<file path="config.mk">
export PLATFORM = sky130hd
export DESIGN_NAME = wp_cmd_guard
export DESIGN_NICKNAME = d
export VERILOG_FILES = /design/src/rtl/wpg_pkg.sv /design/src/rtl/wpg_matcher.sv /design/src/rtl/wpg_window.sv /design/src/rtl/wpg_state.sv /design/src/rtl/wp_cmd_guard.sv
export SDC_FILE = /design/constraint.sdc
export NUM_CORES = 1
export LEC_CHECK = 0
export BUFFER_PORTS_ARGS = -buffer_cell sky130_fd_sc_hd__buf_2
export CORE_MARGIN = 2
export CORE_UTILIZATION = 35
export DETAILED_ROUTE_END_ITERATION = 6
export PLACE_DENSITY = 0.63
export SLEW_MARGIN = 10
export SYNTH_ARGS = -nofsm -noshare
export SYNTH_HDL_FRONTEND = slang
export SYNTH_HIERARCHICAL = 1
export SYNTH_SLANG_ARGS = --single-unit
export TNS_END_PERCENT = 50
</file>
<file path="constraint.sdc">
create_clock -name clk_i -period 2.32 [get_ports clk_i]
set_input_delay 0.116 -clock clk_i [delete_from_list [all_inputs] [get_ports clk_i]]
set_output_delay 0.116 -clock clk_i [all_outputs]
set_load 0.005 [all_outputs]
</file>
<file path="src/rtl/wpg_pkg.sv">
package wpg_pkg;
  localparam int unsigned KEY_W = 15;
  localparam logic [KEY_W-1:0] KEY_ADDR_A = 15'h5555;
  localparam logic [KEY_W-1:0] KEY_ADDR_B = 15'h2AAA;
  localparam logic [7:0] KEY_D_FIRST  = 8'hAA;
  localparam logic [7:0] KEY_D_SECOND = 8'h55;
  localparam logic [7:0] KEY_D_ARM    = 8'hA0;
  localparam logic [7:0] KEY_D_BRANCH = 8'h80;
  localparam logic [7:0] KEY_D_REL    = 8'h20;

  typedef enum logic [2:0] {
    ST_K0, ST_K1, ST_K2, ST_R3, ST_R4, ST_R5
  } step_e;

  function automatic logic step_match(step_e s, logic [KEY_W-1:0] a, logic [7:0] d);
    unique case (s)
      ST_K0, ST_R3: step_match = (a == KEY_ADDR_A) && (d == KEY_D_FIRST);
      ST_K1, ST_R4: step_match = (a == KEY_ADDR_B) && (d == KEY_D_SECOND);
      ST_K2:        step_match = (a == KEY_ADDR_A) && (d == KEY_D_ARM || d == KEY_D_BRANCH);
      ST_R5:        step_match = (a == KEY_ADDR_A) && (d == KEY_D_REL);
      default:      step_match = 1'b0;
    endcase
  endfunction
endpackage

</file>
<file path="src/rtl/wpg_matcher.sv">
module wpg_matcher
  import wpg_pkg::*;
(
  input  logic             clk_i,
  input  logic             rst_ni,
  input  logic             wr_i,
  input  logic [KEY_W-1:0] key_addr_i,
  input  logic [7:0]       data_i,
  input  logic             flush_i,
  output logic             hit_o,
  output logic             arm_done_o,
  output logic             rel_done_o
);
  step_e step_q, step_d;
  logic  match;

  assign match      = step_match(step_q, key_addr_i, data_i);
  assign hit_o      = wr_i && match;
  assign arm_done_o = hit_o && (step_q == ST_K2) && (data_i == KEY_D_ARM);
  assign rel_done_o = hit_o && (step_q == ST_R5);

  always_comb begin
    step_d = step_q;
    if (wr_i) begin
      if (!match || arm_done_o || rel_done_o) begin
        step_d = ST_K0;
      end else begin
        unique case (step_q)
          ST_K0:   step_d = ST_K1;
          ST_K1:   step_d = ST_K2;
          ST_K2:   step_d = ST_R3;
          ST_R3:   step_d = ST_R4;
          ST_R4:   step_d = ST_R5;
          default: step_d = ST_K0;
        endcase
      end
    end else if (flush_i) begin
      step_d = ST_K0;
    end
  end

  always_ff @(posedge clk_i or negedge rst_ni) begin
    if (!rst_ni) step_q <= ST_K0;
    else         step_q <= step_d;
  end
endmodule

</file>
<file path="src/rtl/wpg_window.sv">
module wpg_window #(
  parameter int unsigned GAP_CYCLES = 16
) (
  input  logic clk_i,
  input  logic rst_ni,
  input  logic wr_i,
  output logic close_o
);
  localparam int unsigned CNT_W = $clog2(GAP_CYCLES + 1);
  localparam logic [CNT_W-1:0] LAST = CNT_W'(GAP_CYCLES - 1);

  logic             open_q;
  logic [CNT_W-1:0] cnt_q;

  assign close_o = open_q && !wr_i && (cnt_q == LAST);

  always_ff @(posedge clk_i or negedge rst_ni) begin
    if (!rst_ni) begin
      open_q <= 1'b0;
      cnt_q  <= '0;
    end else if (wr_i) begin
      open_q <= 1'b1;
      cnt_q  <= '0;
    end else if (close_o) begin
      open_q <= 1'b0;
      cnt_q  <= '0;
    end else if (open_q) begin
      cnt_q  <= cnt_q + 1'b1;
    end
  end
endmodule

</file>
<file path="src/rtl/wpg_state.sv">
module wpg_state (
  input  logic clk_i,
  input  logic rst_ni,
  input  logic wr_i,
  input  logic hit_i,
  input  logic arm_done_i,
  input  logic rel_done_i,
  input  logic close_i,
  input  logic commit_i,
  output logic pass_o,
  output logic protect_o,
  output logic dummy_o
);
  logic prot_q, arm_q, rel_q, auth_q;
  logic drop_seen_q, pass_seen_q, cmd_seen_q, dummy_q;
  logic drop;

  assign pass_o    = wr_i && !hit_i && (!prot_q || auth_q);
  assign drop      = wr_i && !hit_i && prot_q && !auth_q;
  assign protect_o = prot_q;
  assign dummy_o   = dummy_q;

  // protection only moves on a commit, from what was armed before it
  always_ff @(posedge clk_i or negedge rst_ni) begin
    if (!rst_ni) begin
      prot_q <= 1'b0;
      arm_q  <= 1'b0;
      rel_q  <= 1'b0;
    end else begin
      if (commit_i) begin
        if (arm_q)      prot_q <= 1'b1;
        else if (rel_q) prot_q <= 1'b0;
      end
      if (arm_done_i || rel_done_i) begin
        arm_q <= arm_done_i;
        rel_q <= rel_done_i;
      end else if (commit_i) begin
        arm_q <= 1'b0;
        rel_q <= 1'b0;
      end
    end
  end

  always_ff @(posedge clk_i or negedge rst_ni) begin
    if (!rst_ni) begin
      auth_q      <= 1'b0;
      drop_seen_q <= 1'b0;
      pass_seen_q <= 1'b0;
      cmd_seen_q  <= 1'b0;
      dummy_q     <= 1'b0;
    end else begin
      dummy_q <= 1'b0;
      if (close_i) begin
        dummy_q     <= (drop_seen_q || cmd_seen_q) && !pass_seen_q;
        auth_q      <= 1'b0;
        drop_seen_q <= 1'b0;
        pass_seen_q <= 1'b0;
        cmd_seen_q  <= 1'b0;
      end else begin
        if (arm_done_i || rel_done_i) begin
          auth_q     <= 1'b1;
          cmd_seen_q <= 1'b1;
        end
        if (drop)   drop_seen_q <= 1'b1;
        if (pass_o) pass_seen_q <= 1'b1;
      end
    end
  end
endmodule

</file>
<file path="src/rtl/wp_cmd_guard.sv">
module wp_cmd_guard
  import wpg_pkg::*;
#(
  parameter int unsigned ADDR_W     = 17,
  parameter int unsigned GAP_CYCLES = 16
) (
  input  logic              clk_i,
  input  logic              rst_ni,
  input  logic              wr_valid_i,
  input  logic [ADDR_W-1:0] wr_addr_i,
  input  logic [7:0]        wr_data_i,
  input  logic              commit_i,
  output logic              pass_o,
  output logic              protect_o,
  output logic              dummy_start_o
);
  logic hit, arm_done, rel_done, close;

  wpg_matcher u_match (
    .clk_i      (clk_i),
    .rst_ni     (rst_ni),
    .wr_i       (wr_valid_i),
    .key_addr_i (wr_addr_i[KEY_W-1:0]),
    .data_i     (wr_data_i),
    .flush_i    (close),
    .hit_o      (hit),
    .arm_done_o (arm_done),
    .rel_done_o (rel_done)
  );

  wpg_window #(.GAP_CYCLES(GAP_CYCLES)) u_win (
    .clk_i   (clk_i),
    .rst_ni  (rst_ni),
    .wr_i    (wr_valid_i),
    .close_o (close)
  );

  wpg_state u_state (
    .clk_i      (clk_i),
    .rst_ni     (rst_ni),
    .wr_i       (wr_valid_i),
    .hit_i      (hit),
    .arm_done_i (arm_done),
    .rel_done_i (rel_done),
    .close_i    (close),
    .commit_i   (commit_i),
    .pass_o     (pass_o),
    .protect_o  (protect_o),
    .dummy_o    (dummy_start_o)
  );
endmodule

</file>
==> run summary, run 1 <==
cell area after synthesis -> 0.001017 mm2
class of the worst hold path -> in2reg
total global routing overflow -> 0
most common cell after layout, fill and taps aside -> sky130_fd_sc_hd__buf_2
die width -> 57.91 um
residual DRC count -> 0
Worst-path clk slew -> 0.09 ns
worst slew margin relative to its limit -> 70.20%
core area -> 0.002758 mm2
worst reg2reg path startpoint -> u_match/step_q[1]
maximum net fanout on the critical path -> 5
maximum vdd drop -> 0.3212 mV
via count normalized by instance count -> 5.263
critical path start-end classification -> reg2out
half-perimeter wire length of the detailed placement result -> 1.628 mm
Starting Density -> 36.89%
DRT Wirelength -> 2.065 mm
cell count after synthesis -> 106
most used cells in the layout excluding fill and tap cells -> sky130_fd_sc_hd__buf_2 (29), sky130_fd_sc_hd__dfrtp_1 (16), sky130_fd_sc_hd__nand2_1 (13), sky130_fd_sc_hd__nor2_1 (11), sky130_fd_sc_hd__buf_4 (6)
final antenna-violating net count -> 0
nets@finish -> 175
sequential fraction of the synthesis area -> 39.36%
slowest cell on the critical path -> sky130_fd_sc_hd__dfrtp_1
start point of the critical path -> u_match/step_q[1]
post-route design area -> 0.001292 mm2
worst path required time -> 2.20 ns
cell depth of the worst min-delay path -> 2
diodes inserted -> 0
cell at the root of the clock tree -> sky130_fd_sc_hd__clkbuf_4
CTS H-tree lvls -> 1
slack of the worst reg-to-reg path -> 0.19 ns
total number of yosys warnings -> 6
R2R cell count -> 8
final cell count without fillers -> 175
unique cell type count in the Yosys netlist -> 41
setup skew after layout -> 0.003078 ns
DR WL met3 -> 104 um
total number of clock tree sinks -> 16
transition at the pin with the smallest max-transition slack -> 0.4429 ns
share of layout cells above drive strength 1 -> 36.81%
P_leak -> 0.5952 nW
cell area after placement -> 0.001229 mm2
# port buffers -> 29
Wirelength per Cell -> 11.80 um
summed negative setup slack over all endpoints -> 0 ns
Critical Path Source Type -> flip-flop
total track usage -> 12.92%
Final Critical Period -> 2.171 ns
Final period util -> 93.56%
total power -> 0.5328 mW
die height -> 57.91 um
cell total after placement -> 169
total setup violations reported at the end of the flow -> 0
Pwr Density -> 412.3 mW/mm2
I/O pin count -> 32
pin count of the biggest net entering global routing -> 17
capture point of the worst reg-to-reg path -> u_state/rel_q
uppermost signal routing layer after detailed routing -> met4
Final Wtd Congestion -> 0.7973
clock tree from TritonCTS -> yes
TritonCTS buffer count -> 3
insertion delay to the later sink of the worst-skew pair -> 0.27 ns
total via count after detailed routing -> 921
type of element capturing the critical path -> primary output
count of final max-slew check failures -> 0
Syn-to-layout area delta -> 27.06%
Die Footprint -> 0.003354 mm2
mean cell area of the mapped netlist -> 9.596 um2
number of core rows -> 19
initial detailed-routing violation count -> 18
delay of the slowest cell on the worst path -> 0.39 ns
net count after synthesis -> 136
Setup crit end -> pass_o
antenna violations before repair -> 0
crit-path cells -> nand3b_1 -> mux2_4 -> a2111oi_4 -> o31ai_2 -> and2_4 -> inv_1 -> nor3b_2 -> buf_2
DR WL met2 -> 1.005 mm
post-synthesis sequential element count -> 16
Max-Cap Viols -> 0
wire length of the first global-routing pass -> 3.394 mm
routed metal-1 wirelength -> 932 um
Clock Tree Buf Depth -> 2
highest attainable clock frequency -> 460.7 MHz
data arrival time of the worst path -> 2.05 ns
number of detailed-routing iterations run before antenna repair -> 3
Final Hold Violating Endpoints -> 0
via count of the first global-routing pass -> 839
status -> finished clean
## how the worst min path moves through the flow
stage | slack [ns] | endpoint | from
finish | 0.13 | u_state/protect_o | commit_i
global route | 0.11 | u_state/protect_o | commit_i
CTS | 0.12 | u_state/protect_o | commit_i
detailed placement | 0.05 | u_win/cnt_q[0] | rst_ni
global placement | 0.04 | u_win/cnt_q[3] | rst_ni
floorplan | -0.18 | u_match/step_q[0] | rst_ni
## power breakdown
group | switching, mW | internal, mW | total (mW)
Clock | 0.0814 | 0.0952 | 0.177
Combinational | 0.0321 | 0.0338 | 0.0659
Sequential | 0.00604 | 0.284 | 0.290
Total | 0.120 | 0.413 | 0.533
## area by class of cell
cell class	instances	area, um2
repair buffers	36	200.2
flip-flops and latches	16	400.4
well taps	31	38.79
inverters	5	18.77
clock buffers	4	36.28
multi-input cells	83	598.1
fillers	261	1465
## cell families (layout without fill, tap and decap cells)
group           count (synthesis)  after routing  share of synthesized area [%]
simple gates                   65             65                          40.22
flops                          16             16                          39.36
compound gates                 14             14                          13.16
buf+inv                         7             45                          2.829
xor+xnor                        2              2                          1.722
fa+ha+maj                       1              1                          1.230
mux                             1              1                          1.476
## Yosys cell counts
master / number / share of area (%)
sky130_fd_sc_hd__o31ai_2: 1 / 1.2
sky130_fd_sc_hd__nor3b_1: 4 / 3.0
sky130_fd_sc_hd__nand2b_4: 1 / 1.4
sky130_fd_sc_hd__nor3b_2: 1 / 1.2
sky130_fd_sc_hd__or2_2: 2 / 1.2
sky130_fd_sc_hd__a22o_2: 1 / 0.98
sky130_fd_sc_hd__a21oi_1: 1 / 0.49
sky130_fd_sc_hd__nand3b_1: 4 / 3.0
sky130_fd_sc_hd__o32ai_1: 1 / 0.86
sky130_fd_sc_hd__and4b_1: 2 / 2.0
sky130_fd_sc_hd__and2_4: 1 / 0.86
sky130_fd_sc_hd__nor2_1: 11 / 4.1
sky130_fd_sc_hd__a2111oi_4: 1 / 2.7
sky130_fd_sc_hd__nor3_1: 4 / 2.0
sky130_fd_sc_hd__o2bb2ai_1: 1 / 0.86
sky130_fd_sc_hd__and3b_1: 1 / 0.86
sky130_fd_sc_hd__xnor2_1: 1 / 0.86
sky130_fd_sc_hd__mux2_4: 1 / 1.5
sky130_fd_sc_hd__ha_1: 1 / 1.2
sky130_fd_sc_hd__nor4b_1: 1 / 0.86
sky130_fd_sc_hd__nand4_1: 4 / 2.5
sky130_fd_sc_hd__dfrtp_1: 16 / 39
sky130_fd_sc_hd__o31ai_1: 1 / 0.74
sky130_fd_sc_hd__nand3_1: 2 / 0.98
sky130_fd_sc_hd__inv_1: 5 / 1.8
sky130_fd_sc_hd__nor4bb_1: 5 / 4.9
sky130_fd_sc_hd__a22oi_1: 1 / 0.74
sky130_fd_sc_hd__or3_1: 1 / 0.62
sky130_fd_sc_hd__o21ai_1: 2 / 0.98
sky130_fd_sc_hd__o21ba_1: 1 / 0.98
sky130_fd_sc_hd__a31oi_1: 1 / 0.62
sky130_fd_sc_hd__nand2b_1: 2 / 1.2
sky130_fd_sc_hd__buf_2: 2 / 0.98
sky130_fd_sc_hd__or3_4: 1 / 1.1
sky130_fd_sc_hd__o211ai_2: 1 / 1.2
sky130_fd_sc_hd__nor4_1: 2 / 1.2
sky130_fd_sc_hd__xor2_1: 1 / 0.86
sky130_fd_sc_hd__nand2_1: 13 / 4.8
sky130_fd_sc_hd__a21o_1: 1 / 0.74
sky130_fd_sc_hd__nor2b_2: 1 / 0.86
sky130_fd_sc_hd__nand4b_1: 2 / 1.7
## stage by stage
stage / hold slack (ns) / util, % / setup slack [ns]
final: 0.1251 / 46.87 / 0.1494
after global routing: 0.1105 / 46.87 / -0.02802
after CTS: 0.1154 / 46.23 / 0.04236
after detailed placement: 0.04878 / 44.56 / 0.1215
after global placement: 0.04249 / 44.56 / 0.1407
after floorplan: -0.1796 / - / 0.1659
## state kept, by name, summed over array words and instances (netlist names)
name,cells
u_state/rel_q,1
u_state/arm_q,1
u_win/open_q,1
u_match/step_q,3
u_state/pass_seen_q,1
u_state/drop_seen_q,1
u_state/dummy_o,1
u_win/cnt_q,5
u_state/protect_o,1
u_state/cmd_seen_q,1
## per-layer routing
layer,global-route usage (%),vias to the layer above
met3,2.009,2
met5,0,-
met4,3.987,0
met2,23.05,29
met1,15.96,419
li1,-,471
## critical path, delay by kind of cell (launching register included)
family | cells | cell delay [ns]
multiplexers | 1 | 0.24
buffers and inverters | 2 | 0.20
flip-flops | 1 | 0.39
AO/OA/AOI/OAI | 2 | 0.33
AND/OR/NAND/NOR | 3 | 0.62
## repair_timing
action,4_1_cts,5_1_grt
endpoints found under the hold margin,16,0
hold buffers,1,0
setup buffers,0,1
gates resized for setup,0,2
endpoints found under the setup margin,0,2
(Power assumes the default switching activity.)
==> run 2: changes to the inputs <==
--- a/config.mk
+++ b/config.mk
@@ -9,7 +9,9 @@
 export CORE_MARGIN = 2
 export CORE_UTILIZATION = 35
 export DETAILED_ROUTE_END_ITERATION = 6
+export MAX_ROUTING_LAYER = met4
 export PLACE_DENSITY = 0.63
+export REMOVE_ABC_BUFFERS = 1
 export SLEW_MARGIN = 10
 export SYNTH_ARGS = -nofsm -noshare
 export SYNTH_HDL_FRONTEND = slang
==> run 2 against run 1 <==
Wire length down 6.1%. Clock power fell by 25%. Via count is 3.3% lower. Sequential share of layout area rose by 0.52 points. Combinational power decreased by 0.9%. Clock-buffer cell count decreased by 1. Setup slack better by 0.030 ns. Non-clock buffer count is 1 lower. Global-route usage grew 0.15 points. First-iteration DRC count fell by 5.6%. Critical path depth rose by 1. Largest power group unchanged. Highest routed layer unchanged.
==> run summary, run 2 (synthesis gave the netlist of run 1 again) <==
status -> finished clean (unchanged)
total setup violations reported at the end of the flow -> 0 (unchanged)
insertion delay to the later sink of the worst-skew pair -> 0.27 ns (about the same)
worst slew margin relative to its limit -> 70.24% (was 70.20%)
maximum net fanout on the critical path -> 6 (was 5)
Worst-path clk slew -> 0.08 ns (was 0.09 ns)
Final Critical Period -> 2.141 ns (was 2.171 ns)
Final Wtd Congestion -> 0.8054 (was 0.7973)
I/O pin count -> 32 (unchanged)
area taken by multi-input logic gates -> 598.1 um2 (unchanged)
Die Footprint -> 0.003354 mm2 (unchanged)
total via count after detailed routing -> 891 (was 921)
total number of clock tree sinks -> 16 (unchanged)
TritonCTS buffer count -> 3 (unchanged)
flip-flop and latch area -> 400.4 um2 (unchanged)
cell at the root of the clock tree -> sky130_fd_sc_hd__clkbuf_4 (unchanged)
core area -> 0.002758 mm2 (unchanged)
via count of the first global-routing pass -> 829 (was 839)
half-perimeter wire length of the detailed placement result -> 1.563 mm (was 1.628 mm)
cell total after placement -> 169 (unchanged)
wire length of the first global-routing pass -> 3.360 mm (was 3.394 mm)
setup skew after layout -> 0.002713 ns (was 0.003078 ns)
nets@finish -> 174 (was 175)
clock tree from TritonCTS -> yes (unchanged)
Final Hold Violating Endpoints -> 0 (unchanged)
post-route design area -> 0.001271 mm2 (was 0.001292 mm2)
class of the worst hold path -> in2reg (unchanged)
most common cell after layout, fill and taps aside -> sky130_fd_sc_hd__buf_2 (unchanged)
highest attainable clock frequency -> 467.1 MHz (was 460.7 MHz)
diodes inserted -> 0 (unchanged)
top register by number of flip-flops -> u_win/cnt_q (unchanged)
unrepaired setup endpoints after global routing -> no
maximum vdd drop -> 0.2620 mV (was 0.3212 mV)
residual DRC count -> 0 (unchanged)
Top Registers -> u_win/cnt_q x5, u_match/step_q x3 (unchanged)
antenna violations before repair -> 0 (unchanged)
Critical Path Source Type -> flip-flop (unchanged)
Syn-to-layout area delta -> 24.97% (was 27.06%)
cell area after placement -> 0.001229 mm2 (unchanged)
slack of the worst reg-to-reg path -> 0.22 ns (was 0.19 ns)
share of layout cells above drive strength 1 -> 35.92% (was 36.81%)
transition at the pin with the smallest max-transition slack -> 0.4423 ns (was 0.4429 ns)
Pwr Density -> 383.6 mW/mm2 (was 412.3 mW/mm2)
pin count of the biggest net entering global routing -> 17 (unchanged)
initial detailed-routing violation count -> 17 (was 18)
Clock Tree Buf Depth -> 2 (unchanged)
number of detailed-routing iterations run before antenna repair -> 4 (was 3)
critical path start-end classification -> reg2out (unchanged)
number of core rows -> 19 (unchanged)
total power -> 0.4876 mW (was 0.5328 mW)
# port buffers -> 29 (unchanged)
worst path required time -> 2.20 ns (about the same)
final cell count without fillers -> 173 (was 175)
Wirelength per Cell -> 11.21 um (was 11.80 um)
total global routing overflow -> 0 (unchanged)
Starting Density -> 36.89% (unchanged)
post-layout util -> 46.10% (was 46.87%)
DRT Wirelength -> 1.939 mm (was 2.065 mm)
summed negative setup slack over all endpoints -> 0 ns (unchanged)
total track usage -> 13.07% (was 12.92%)
Max-Cap Viols -> 0 (unchanged)
final antenna-violating net count -> 0 (unchanged)
type of element capturing the critical path -> primary output (unchanged)
data arrival time of the worst path -> 2.02 ns (was 2.05 ns)
most used cells in the layout excluding fill and tap cells -> sky130_fd_sc_hd__buf_2 (29), sky130_fd_sc_hd__dfrtp_1 (16), sky130_fd_sc_hd__nand2_1 (13), sky130_fd_sc_hd__nor2_1 (11) (was sky130_fd_sc_hd__buf_2 (29), sky130_fd_sc_hd__dfrtp_1 (16), sky130_fd_sc_hd__nand2_1 (13), sky130_fd_sc_hd__nor2_1 (11), sky130_fd_sc_hd__buf_4 (6))
final-layout fill cell count -> 269 (was 261)
flip-flop count of the largest register, all copies and words added -> 5 (unchanged)
P_leak -> 0.5839 nW (was 0.5952 nW)
count of final max-slew check failures -> 0 (unchanged)
die width -> 57.91 um (unchanged)
Final period util -> 92.28% (was 93.56%)
via count normalized by instance count -> 5.150 (was 5.263)
CTS H-tree lvls -> 1 (unchanged)
die height -> 57.91 um (unchanged)
run 2: changes by cell type in the layout (fill, tap and decap cells not counted), sizes merged:
cell	change
clkbuf	-1
buf	-1
run 2: through the flow:
stage / worst slack, ns / hold slack [ns]
CTS: 0.03703 / 0.1103
global placement: 0.1423 / 0.04478
floorplan: 0.1331 / -0.1796
finish: 0.1792 / 0.1220
detailed placement: 0.09275 / 0.04552
global route: 0.007327 / 0.1253
run 2: final timing paths:
path	start	to	cells past startpoint
worst min register to register	u_state/pass_seen_q	u_state/dummy_o	1
worst min-delay path	commit_i	u_state/protect_o	2
worst max register to register	u_match/step_q[1]	u_state/rel_q	8
worst max-delay path	u_match/step_q[1]	pass_o	9
min in group asynchronous	rst_ni	u_win/cnt_q[3]	2
max in group asynchronous	rst_ni	u_win/cnt_q[4]	2
run 2: per-layer routing:
layer | vias to the layer above | routed length [um] | GRT usage (%)
li1 | 466 | - | -
met1 | 394 | 927 | 16.93
met2 | 29 | 883 | 20.62
met3 | 2 | 105 | 2.009
met4 | 0 | 22 | 4.983
met5 | - | 0 | -
run 2: power breakdown:
group / leakage, nW / switching, mW / internal (mW)
clock network: 0.0138 / 0.0722 / 0.0599
logic: 0.357 / 0.0316 / 0.0337
registers: 0.213 / 0.00602 / 0.284
total: 0.584 / 0.110 / 0.378
run 2: area by class of cell:
cell class | count | area share [%]
inverters | 5 | 1.476
clock buffers | 3 | 1.772
well taps | 31 | 3.051
multi-input cells | 83 | 47.05
repair buffers | 35 | 15.16
flip-flops and latches | 16 | 31.50
run 2: worst max-delay path: stages, from the launching register on:
cell and delay, ns:
sky130_fd_sc_hd__dfrtp_1 0.36, sky130_fd_sc_hd__buf_4 0.14, sky130_fd_sc_hd__inv_1 0.09, sky130_fd_sc_hd__nor3_2 0.30, sky130_fd_sc_hd__a21oi_1 0.16, sky130_fd_sc_hd__o31ai_2 0.10
sky130_fd_sc_hd__and2_4 0.22, sky130_fd_sc_hd__inv_1 0.06, sky130_fd_sc_hd__nor3b_2 0.19, sky130_fd_sc_hd__buf_2 0.14
run 2: what timing repair did:
action / in CTS / in global routing
endpoints found under the hold margin: 16 / 0
gates resized for setup: 0 / 2
hold buffers: 1 / 0
buffers inserted: 0 / 0
endpoints found under the setup margin: 0 / 2
